--- config.mk ---
export PLATFORM = sky130hd
export DESIGN_NAME = mawb_unit
export DESIGN_NICKNAME = d
export VERILOG_FILES = /design/src/rtl/mawb_pkg.sv /design/src/rtl/mawb_decode.sv /design/src/rtl/mawb_mem_ctrl.sv /design/src/rtl/mawb_wb_port.sv /design/src/rtl/mawb_redirect.sv /design/src/rtl/mawb_unit.sv
export SDC_FILE = /design/constraint.sdc
export NUM_CORES = 1
export LEC_CHECK = 0
export CORE_ASPECT_RATIO = 0.9
export CORE_UTILIZATION = 25
export DETAILED_ROUTE_END_ITERATION = 7
export DONT_BUFFER_PORTS = 1
export SETUP_SLACK_MARGIN = 0.02
export SLEW_MARGIN = 5
export SYNTH_ARGS = -nofsm -noshare
export SYNTH_HDL_FRONTEND = slang
export SYNTH_SLANG_ARGS = --single-unit
--- constraint.sdc ---
create_clock -name clk -period 2.1 [get_ports clk]
set_input_delay 0.42 -clock clk [delete_from_list [all_inputs] [get_ports clk]]
set_output_delay 0.42 -clock clk [all_outputs]
set_load 0.005 [all_outputs]
--- src/rtl/mawb_pkg.sv ---
package mawb_pkg;

  typedef enum logic [2:0] {
    OP_NONE   = 3'd0,
    OP_ARITH  = 3'd1,
    OP_LOAD   = 3'd2,
    OP_STORE  = 3'd3,
    OP_BRANCH = 3'd4,
    OP_JUMP   = 3'd5
  } op_e;

  typedef enum logic {
    MS_IDLE = 1'b0,
    MS_WAIT = 1'b1
  } mstate_e;

  localparam int VALID_BIT = 0;
  localparam int TAKEN_BIT = 1;
  localparam int TGT_LSB   = 8;

  typedef struct packed {
    logic wr;
    logic ld;
    logic st;
    logic redir;
  } cls_t;

endpackage

--- src/rtl/mawb_decode.sv ---
module mawb_decode
  import mawb_pkg::*;
#(
  parameter int STATUS_W = 8,
  parameter int INSTR_W  = 32,
  parameter int REG_AW   = 5,
  parameter int PC_W     = 16
) (
  input  logic [STATUS_W-1:0] status_i,
  input  logic [INSTR_W-1:0]  instr_i,
  output cls_t                cls_o,
  output logic [REG_AW-1:0]   dest_o,
  output logic [PC_W-1:0]     target_o
);

  localparam int OP_LSB = INSTR_W - 3;

  logic [2:0] op;
  logic       vld;
  logic       taken;

  always_comb begin
    op       = instr_i[INSTR_W-1:OP_LSB];
    vld      = status_i[VALID_BIT];
    taken    = status_i[TAKEN_BIT];
    dest_o   = instr_i[REG_AW-1:0];
    target_o = instr_i[TGT_LSB+PC_W-1:TGT_LSB];
    cls_o.wr    = vld && (op == OP_ARITH) && (dest_o != '0);
    cls_o.ld    = vld && (op == OP_LOAD);
    cls_o.st    = vld && (op == OP_STORE);
    cls_o.redir = vld && ((op == OP_JUMP) || ((op == OP_BRANCH) && taken));
  end

endmodule

--- src/rtl/mawb_mem_ctrl.sv ---
module mawb_mem_ctrl
  import mawb_pkg::*;
#(
  parameter int DATA_W = 32,
  parameter int ADDR_W = 32,
  parameter int REG_AW = 5
) (
  input  logic              clk,
  input  logic              rst_n,
  input  logic              start_i,
  input  logic              is_store_i,
  input  logic [ADDR_W-1:0] addr_i,
  input  logic [DATA_W-1:0] wdata_i,
  input  logic [REG_AW-1:0] dest_i,
  input  logic              rsp_i,
  output logic              idle_o,
  output logic              req_o,
  output logic              we_o,
  output logic [ADDR_W-1:0] addr_o,
  output logic [DATA_W-1:0] wdata_o,
  output logic              ld_done_o,
  output logic [REG_AW-1:0] ld_dest_o
);

  mstate_e           state_q, state_d;
  logic              req_q, req_d;
  logic              we_q;
  logic [ADDR_W-1:0] addr_q;
  logic [DATA_W-1:0] wdata_q;
  logic              pend_ld_q;
  logic [REG_AW-1:0] pend_dest_q;
  logic              rsp_ok;

  // a reply counts only in the wait state and never in the request cycle
  assign rsp_ok = (state_q == MS_WAIT) && !req_q && rsp_i;

  always_comb begin
    state_d = state_q;
    req_d   = 1'b0;
    case (state_q)
      MS_IDLE: if (start_i) begin
        state_d = MS_WAIT;
        req_d   = 1'b1;
      end
      MS_WAIT: if (rsp_ok) state_d = MS_IDLE;
      default: state_d = MS_IDLE;
    endcase
  end

  always_ff @(posedge clk or negedge rst_n) begin
    if (!rst_n) begin
      state_q <= MS_IDLE;
      req_q   <= 1'b0;
    end else begin
      state_q <= state_d;
      req_q   <= req_d;
    end
  end

  always_ff @(posedge clk or negedge rst_n) begin
    if (!rst_n) begin
      we_q        <= 1'b0;
      addr_q      <= '0;
      wdata_q     <= '0;
      pend_ld_q   <= 1'b0;
      pend_dest_q <= '0;
    end else if (req_d) begin
      we_q        <= is_store_i;
      addr_q      <= addr_i;
      wdata_q     <= wdata_i;
      pend_ld_q   <= !is_store_i;
      pend_dest_q <= dest_i;
    end
  end

  assign idle_o    = (state_q == MS_IDLE);
  assign req_o     = req_q;
  assign we_o      = we_q;
  assign addr_o    = addr_q;
  assign wdata_o   = wdata_q;
  assign ld_done_o = rsp_ok && pend_ld_q && (pend_dest_q != '0);
  assign ld_dest_o = pend_dest_q;

endmodule

--- src/rtl/mawb_wb_port.sv ---
module mawb_wb_port #(
  parameter int DATA_W = 32,
  parameter int REG_AW = 5
) (
  input  logic              clk,
  input  logic              rst_n,
  input  logic              alu_wr_i,
  input  logic [REG_AW-1:0] alu_dest_i,
  input  logic [DATA_W-1:0] alu_data_i,
  input  logic              ld_wr_i,
  input  logic [REG_AW-1:0] ld_dest_i,
  input  logic [DATA_W-1:0] ld_data_i,
  output logic              we_o,
  output logic [REG_AW-1:0] addr_o,
  output logic [DATA_W-1:0] wdata_o
);

  logic              we_d;
  logic [REG_AW-1:0] addr_d;
  logic [DATA_W-1:0] data_d;

  // the two sources are exclusive: one needs the idle state, the other the wait state
  always_comb begin
    we_d   = alu_wr_i || ld_wr_i;
    addr_d = ld_wr_i ? ld_dest_i : alu_dest_i;
    data_d = ld_wr_i ? ld_data_i : alu_data_i;
  end

  always_ff @(posedge clk or negedge rst_n) begin
    if (!rst_n) we_o <= 1'b0;
    else        we_o <= we_d;
  end

  always_ff @(posedge clk or negedge rst_n) begin
    if (!rst_n) begin
      addr_o  <= '0;
      wdata_o <= '0;
    end else if (we_d) begin
      addr_o  <= addr_d;
      wdata_o <= data_d;
    end
  end

endmodule

--- src/rtl/mawb_redirect.sv ---
module mawb_redirect #(
  parameter int PC_W = 16
) (
  input  logic            clk,
  input  logic            rst_n,
  input  logic            fire_i,
  input  logic [PC_W-1:0] target_i,
  output logic            flush_o,
  output logic [PC_W-1:0] pc_o
);

  always_ff @(posedge clk or negedge rst_n) begin
    if (!rst_n) flush_o <= 1'b0;
    else        flush_o <= fire_i;
  end

  always_ff @(posedge clk or negedge rst_n) begin
    if (!rst_n)      pc_o <= '0;
    else if (fire_i) pc_o <= target_i;
  end

endmodule

--- src/rtl/mawb_unit.sv ---
module mawb_unit
  import mawb_pkg::*;
#(
  parameter int STATUS_W = 8,
  parameter int INSTR_W  = 32,
  parameter int DATA_W   = 32,
  parameter int ADDR_W   = 32,
  parameter int REG_AW   = 5,
  parameter int PC_W     = 16
) (
  input  logic                clk,
  input  logic                rst_n,
  input  logic [STATUS_W-1:0] pkt_status_i,
  input  logic [INSTR_W-1:0]  pkt_instr_i,
  input  logic [DATA_W-1:0]   pkt_data1_i,
  input  logic [DATA_W-1:0]   pkt_data2_i,
  output logic                pkt_ready_o,
  output logic                mem_req_o,
  output logic                mem_we_o,
  output logic [ADDR_W-1:0]   mem_addr_o,
  output logic [DATA_W-1:0]   mem_wdata_o,
  input  logic                mem_rsp_i,
  input  logic [DATA_W-1:0]   mem_rdata_i,
  output logic                rf_we_o,
  output logic [REG_AW-1:0]   rf_addr_o,
  output logic [DATA_W-1:0]   rf_wdata_o,
  output logic                flush_o,
  output logic [PC_W-1:0]     redir_pc_o
);

  cls_t              cls;
  logic [REG_AW-1:0] dest;
  logic [PC_W-1:0]   target;
  logic              idle;
  logic              take;
  logic              ld_done;
  logic [REG_AW-1:0] ld_dest;

  mawb_decode #(
    .STATUS_W(STATUS_W), .INSTR_W(INSTR_W), .REG_AW(REG_AW), .PC_W(PC_W)
  ) u_dec (
    .status_i(pkt_status_i), .instr_i(pkt_instr_i),
    .cls_o(cls), .dest_o(dest), .target_o(target)
  );

  // classification already folds in the valid bit
  assign take        = idle;
  assign pkt_ready_o = idle;

  mawb_mem_ctrl #(
    .DATA_W(DATA_W), .ADDR_W(ADDR_W), .REG_AW(REG_AW)
  ) u_mem (
    .clk(clk), .rst_n(rst_n),
    .start_i(take && (cls.ld || cls.st)), .is_store_i(cls.st),
    .addr_i(pkt_data1_i[ADDR_W-1:0]), .wdata_i(pkt_data2_i), .dest_i(dest),
    .rsp_i(mem_rsp_i), .idle_o(idle),
    .req_o(mem_req_o), .we_o(mem_we_o), .addr_o(mem_addr_o), .wdata_o(mem_wdata_o),
    .ld_done_o(ld_done), .ld_dest_o(ld_dest)
  );

  mawb_wb_port #(
    .DATA_W(DATA_W), .REG_AW(REG_AW)
  ) u_wb (
    .clk(clk), .rst_n(rst_n),
    .alu_wr_i(take && cls.wr), .alu_dest_i(dest), .alu_data_i(pkt_data1_i),
    .ld_wr_i(ld_done), .ld_dest_i(ld_dest), .ld_data_i(mem_rdata_i),
    .we_o(rf_we_o), .addr_o(rf_addr_o), .wdata_o(rf_wdata_o)
  );

  mawb_redirect #(
    .PC_W(PC_W)
  ) u_redir (
    .clk(clk), .rst_n(rst_n),
    .fire_i(take && cls.redir), .target_i(target),
    .flush_o(flush_o), .pc_o(redir_pc_o)
  );

endmodule

==> results.toml <==
[setup_path]
slowest_delay_ns = 0.57
cp_cell_sequence = "or4_4, o21ai_4, buf_4, nor2_1, a31oi_1"
cp_slowest_cell = "or4_4"
cp.arrival_ns = 2.19
worst_setup_path_end_kind = "flop"
start_kind = "flop"
critical-path-top-delay-family = "simple AND/OR/NAND/NOR gates"
crit_fanout = 24
worstSetupPathType = "reg2reg"
crit_buf_inv = 1
cp_data_required_time_ns = 2.44

[power]
power_mw = 7.41
ir_worst_vdd_uv = 445
p_per_area_nw_per_um2 = 1230
p_leak_nw = 2.93

[clock_tree]
clkLatencyLatePin_ns = 0.42
h-tree-depth = 4
cts_setup_buffers = 0
clk_path_buf_depth = 2
cts_tree = "done"
clockRootBuffer = "clkbuf_16"
cts_buffers = 17
clock-sinks = 128
cts.repair.resized = 0
clk_pin_slew_ns = 0.06

[synthesis]
async_reset_ff_share_pct = 100
synthTopCellsByArea = "dfrtp_1 (62%), nand2_1 (20%), a31oi_1 (3.9%)"
yosys.area.top_type = "dfrtp_1"
syn_area_um2 = 5130
yosysMostFrequentCell = "nand2_1"
seq_area_frac_synth_pct = 62.4
synth_area_per_cell_um2 = 9.37
yosys_warnings = 0
synth_cells = 548
synth_edf_count = 0
synth.distinct_cells = 28
syn-num-nets = 687
synth_top_cell_area_share_pct = 62.4
synth_top_flop_cell = "dfrtp_1"
synth_commonest_cells = "nand2_1 (280), dfrtp_1 (128), nor2_1 (33)"
synth_seq_cells = 128

[sta]
worst_pin_slew_ns = 0.472
timing.hold.ws_ns = -0.306
setup_tns_ns = 0
skew_ns = 0.0125
rsz0062_at_grt = "no"
finalHoldViolations = 128
fmax_ghz = 0.540
fin_ws_ns = 0.248
post-route-min-period_ns = 1.85
setup_viol = 0
slew_headroom_pct = 68.6
timing.final.crit_share_pct = 88.2
maxSlewViolCount = 0

[route]
wl_met2_um = 6560
wirelength_met1_um = 5370
first_pass_iters = 4
drt_first_iter_violations = 290
wl_met3_um = 1730
post_drt_wl_per_cell_um = 17.0
highest_layer = "met5"
vias = 3760
totalWireLength_um = 13900
drc = 0
final_antenna_net_count = 0
viasPerCell = 4.62

[floorplan]
die_y_um = 138
start_util_pct = 25.6
rows = 49
core_um2 = 20000
dieArea_um2 = 21100
chipWidth_um = 153
pin_count = 261

[global_route]
grt_max_degree = 129
antenna_found_initial = 1
grtUsageTotal_pct = 13.3
gr-total-overflow = 0
grt_pass1_vias = 3740
grt_pass1_wl_um = 20900

[placement]
numPortBuffers = 0
place_hpwl_um = 9460
place_congestion = 0.702
place_ws_ns = 0.197
dp.cells = 781

[min_path]
hold_path_class = "in2async"

[layout]
diodes = 0
drive_gt1_share_pct = 11.8
nets = 684
layoutNonFillerInstCount = 813
syn2layout_area_growth_pct = 17.0

[run]
cap_violations = 0

[run_status]
status = "finished with violations"
violations = "negative hold slack"
-- power by group --
part | leakage [nW] | total [mW] | switching [mW] | internal [mW]
Combinational | 1.07 | 0.779 | 0.392 | 0.388
Clock | 0.274 | 2.88 | 1.20 | 1.68
Sequential | 1.58 | 3.75 | 0.596 | 3.15
Total | 2.93 | 7.41 | 2.19 | 5.22
-- final timing paths --
path,start,endpoint,slack (ns),cells after the start
setup / recovery,u_mem.ld_dest_o[4],u_wb.wdata_o[23],0.25,5
hold / removal,rst_n,u_wb.wdata_o[10],-0.31,0
setup reg to reg,u_mem.ld_dest_o[4],u_wb.wdata_o[23],0.25,5
hold reg to reg,u_mem.pend_ld_q,u_mem.pend_ld_q,0.49,2
max in group asynchronous,rst_n,u_mem.wdata_o[28],2.20,0
min in group clk,pkt_instr_i[2],u_mem.ld_dest_o[2],0.10,2
-- per-stage QoR --
stage | area (um^2) | util [%]
6_report | 6010 | 30.0
2_1_floorplan | 5130 | -
3_3_place_gp | 5440 | 27.1
5_1_grt | 6010 | 30.0
3_5_place_dp | 5440 | 27.1
4_1_cts | 6010 | 30.0
-- sequential cells by signal, summed over array words and instances, names as in the netlist --
signal and flops:
u_mem.addr_o 32, u_mem.wdata_o 32, u_wb.wdata_o 32, u_redir.pc_o 16, u_mem.ld_dest_o 5, u_wb.addr_o 5, u_mem.pend_ld_q 1, u_mem.req_o 1
u_mem.state_q 1, u_mem.we_o 1, u_redir.flush_o 1, u_wb.we_o 1
-- cells in the final DEF, fill, tap and decap left out, types with 2 or more instances in the layout --
cell type / synthesis / final
a31oi_1: 32 / 32
dfrtp_1: 128 / 128
clkinv_2: 0 / 2
inv_6: 0 / 5
o21ai_0: 3 / 3
buf_12: 0 / 4
buf_4: 1 / 7
a2bb2oi_1: 2 / 2
and3_1: 2 / 2
clkinvlp_4: 0 / 3
nor2_1: 33 / 33
or4_4: 2 / 2
a221o_1: 2 / 2
clkinv_4: 0 / 3
nand2_1: 280 / 279
clkbuf_16: 0 / 17
mux2_2: 16 / 16
nor2b_1: 2 / 2
-- final cells by class --
cell class / count / area [um^2]
flip-flops and latches: 128 / 3200
well taps: 255 / 319
clock inverters: 14 / 133
multi-input cells: 385 / 1770
repair buffers: 11 / 133
fillers: 2093 / 14000
inverters: 2 / 7.51
clock buffers: 18 / 439
-- worst reg2reg max path: stages (launching register included) --
cell and delay, ns:
dfrtp_1 0.41, or4_4 0.57, o21ai_4 0.26, buf_4 0.31
nor2_1 0.08, a31oi_1 0.14
-- kinds of logic after synthesis --
group | share of synthesized area, %
AND/OR/NAND/NOR | 24.4
flip-flops | 62.4
AO/OA/AOI/OAI | 6.21
buffers and inverters | 3.46
multiplexers | 3.51
-- layer usage --
layer | vias to the layer above | global-route usage (%)
li1 | 1748 | -
met1 | 1791 | 14.6
met2 | 205 | 21.6
met3 | 14 | 7.34
met4 | 2 | 5.05
met5 | - | 0
(Power assumes the default switching activity.)
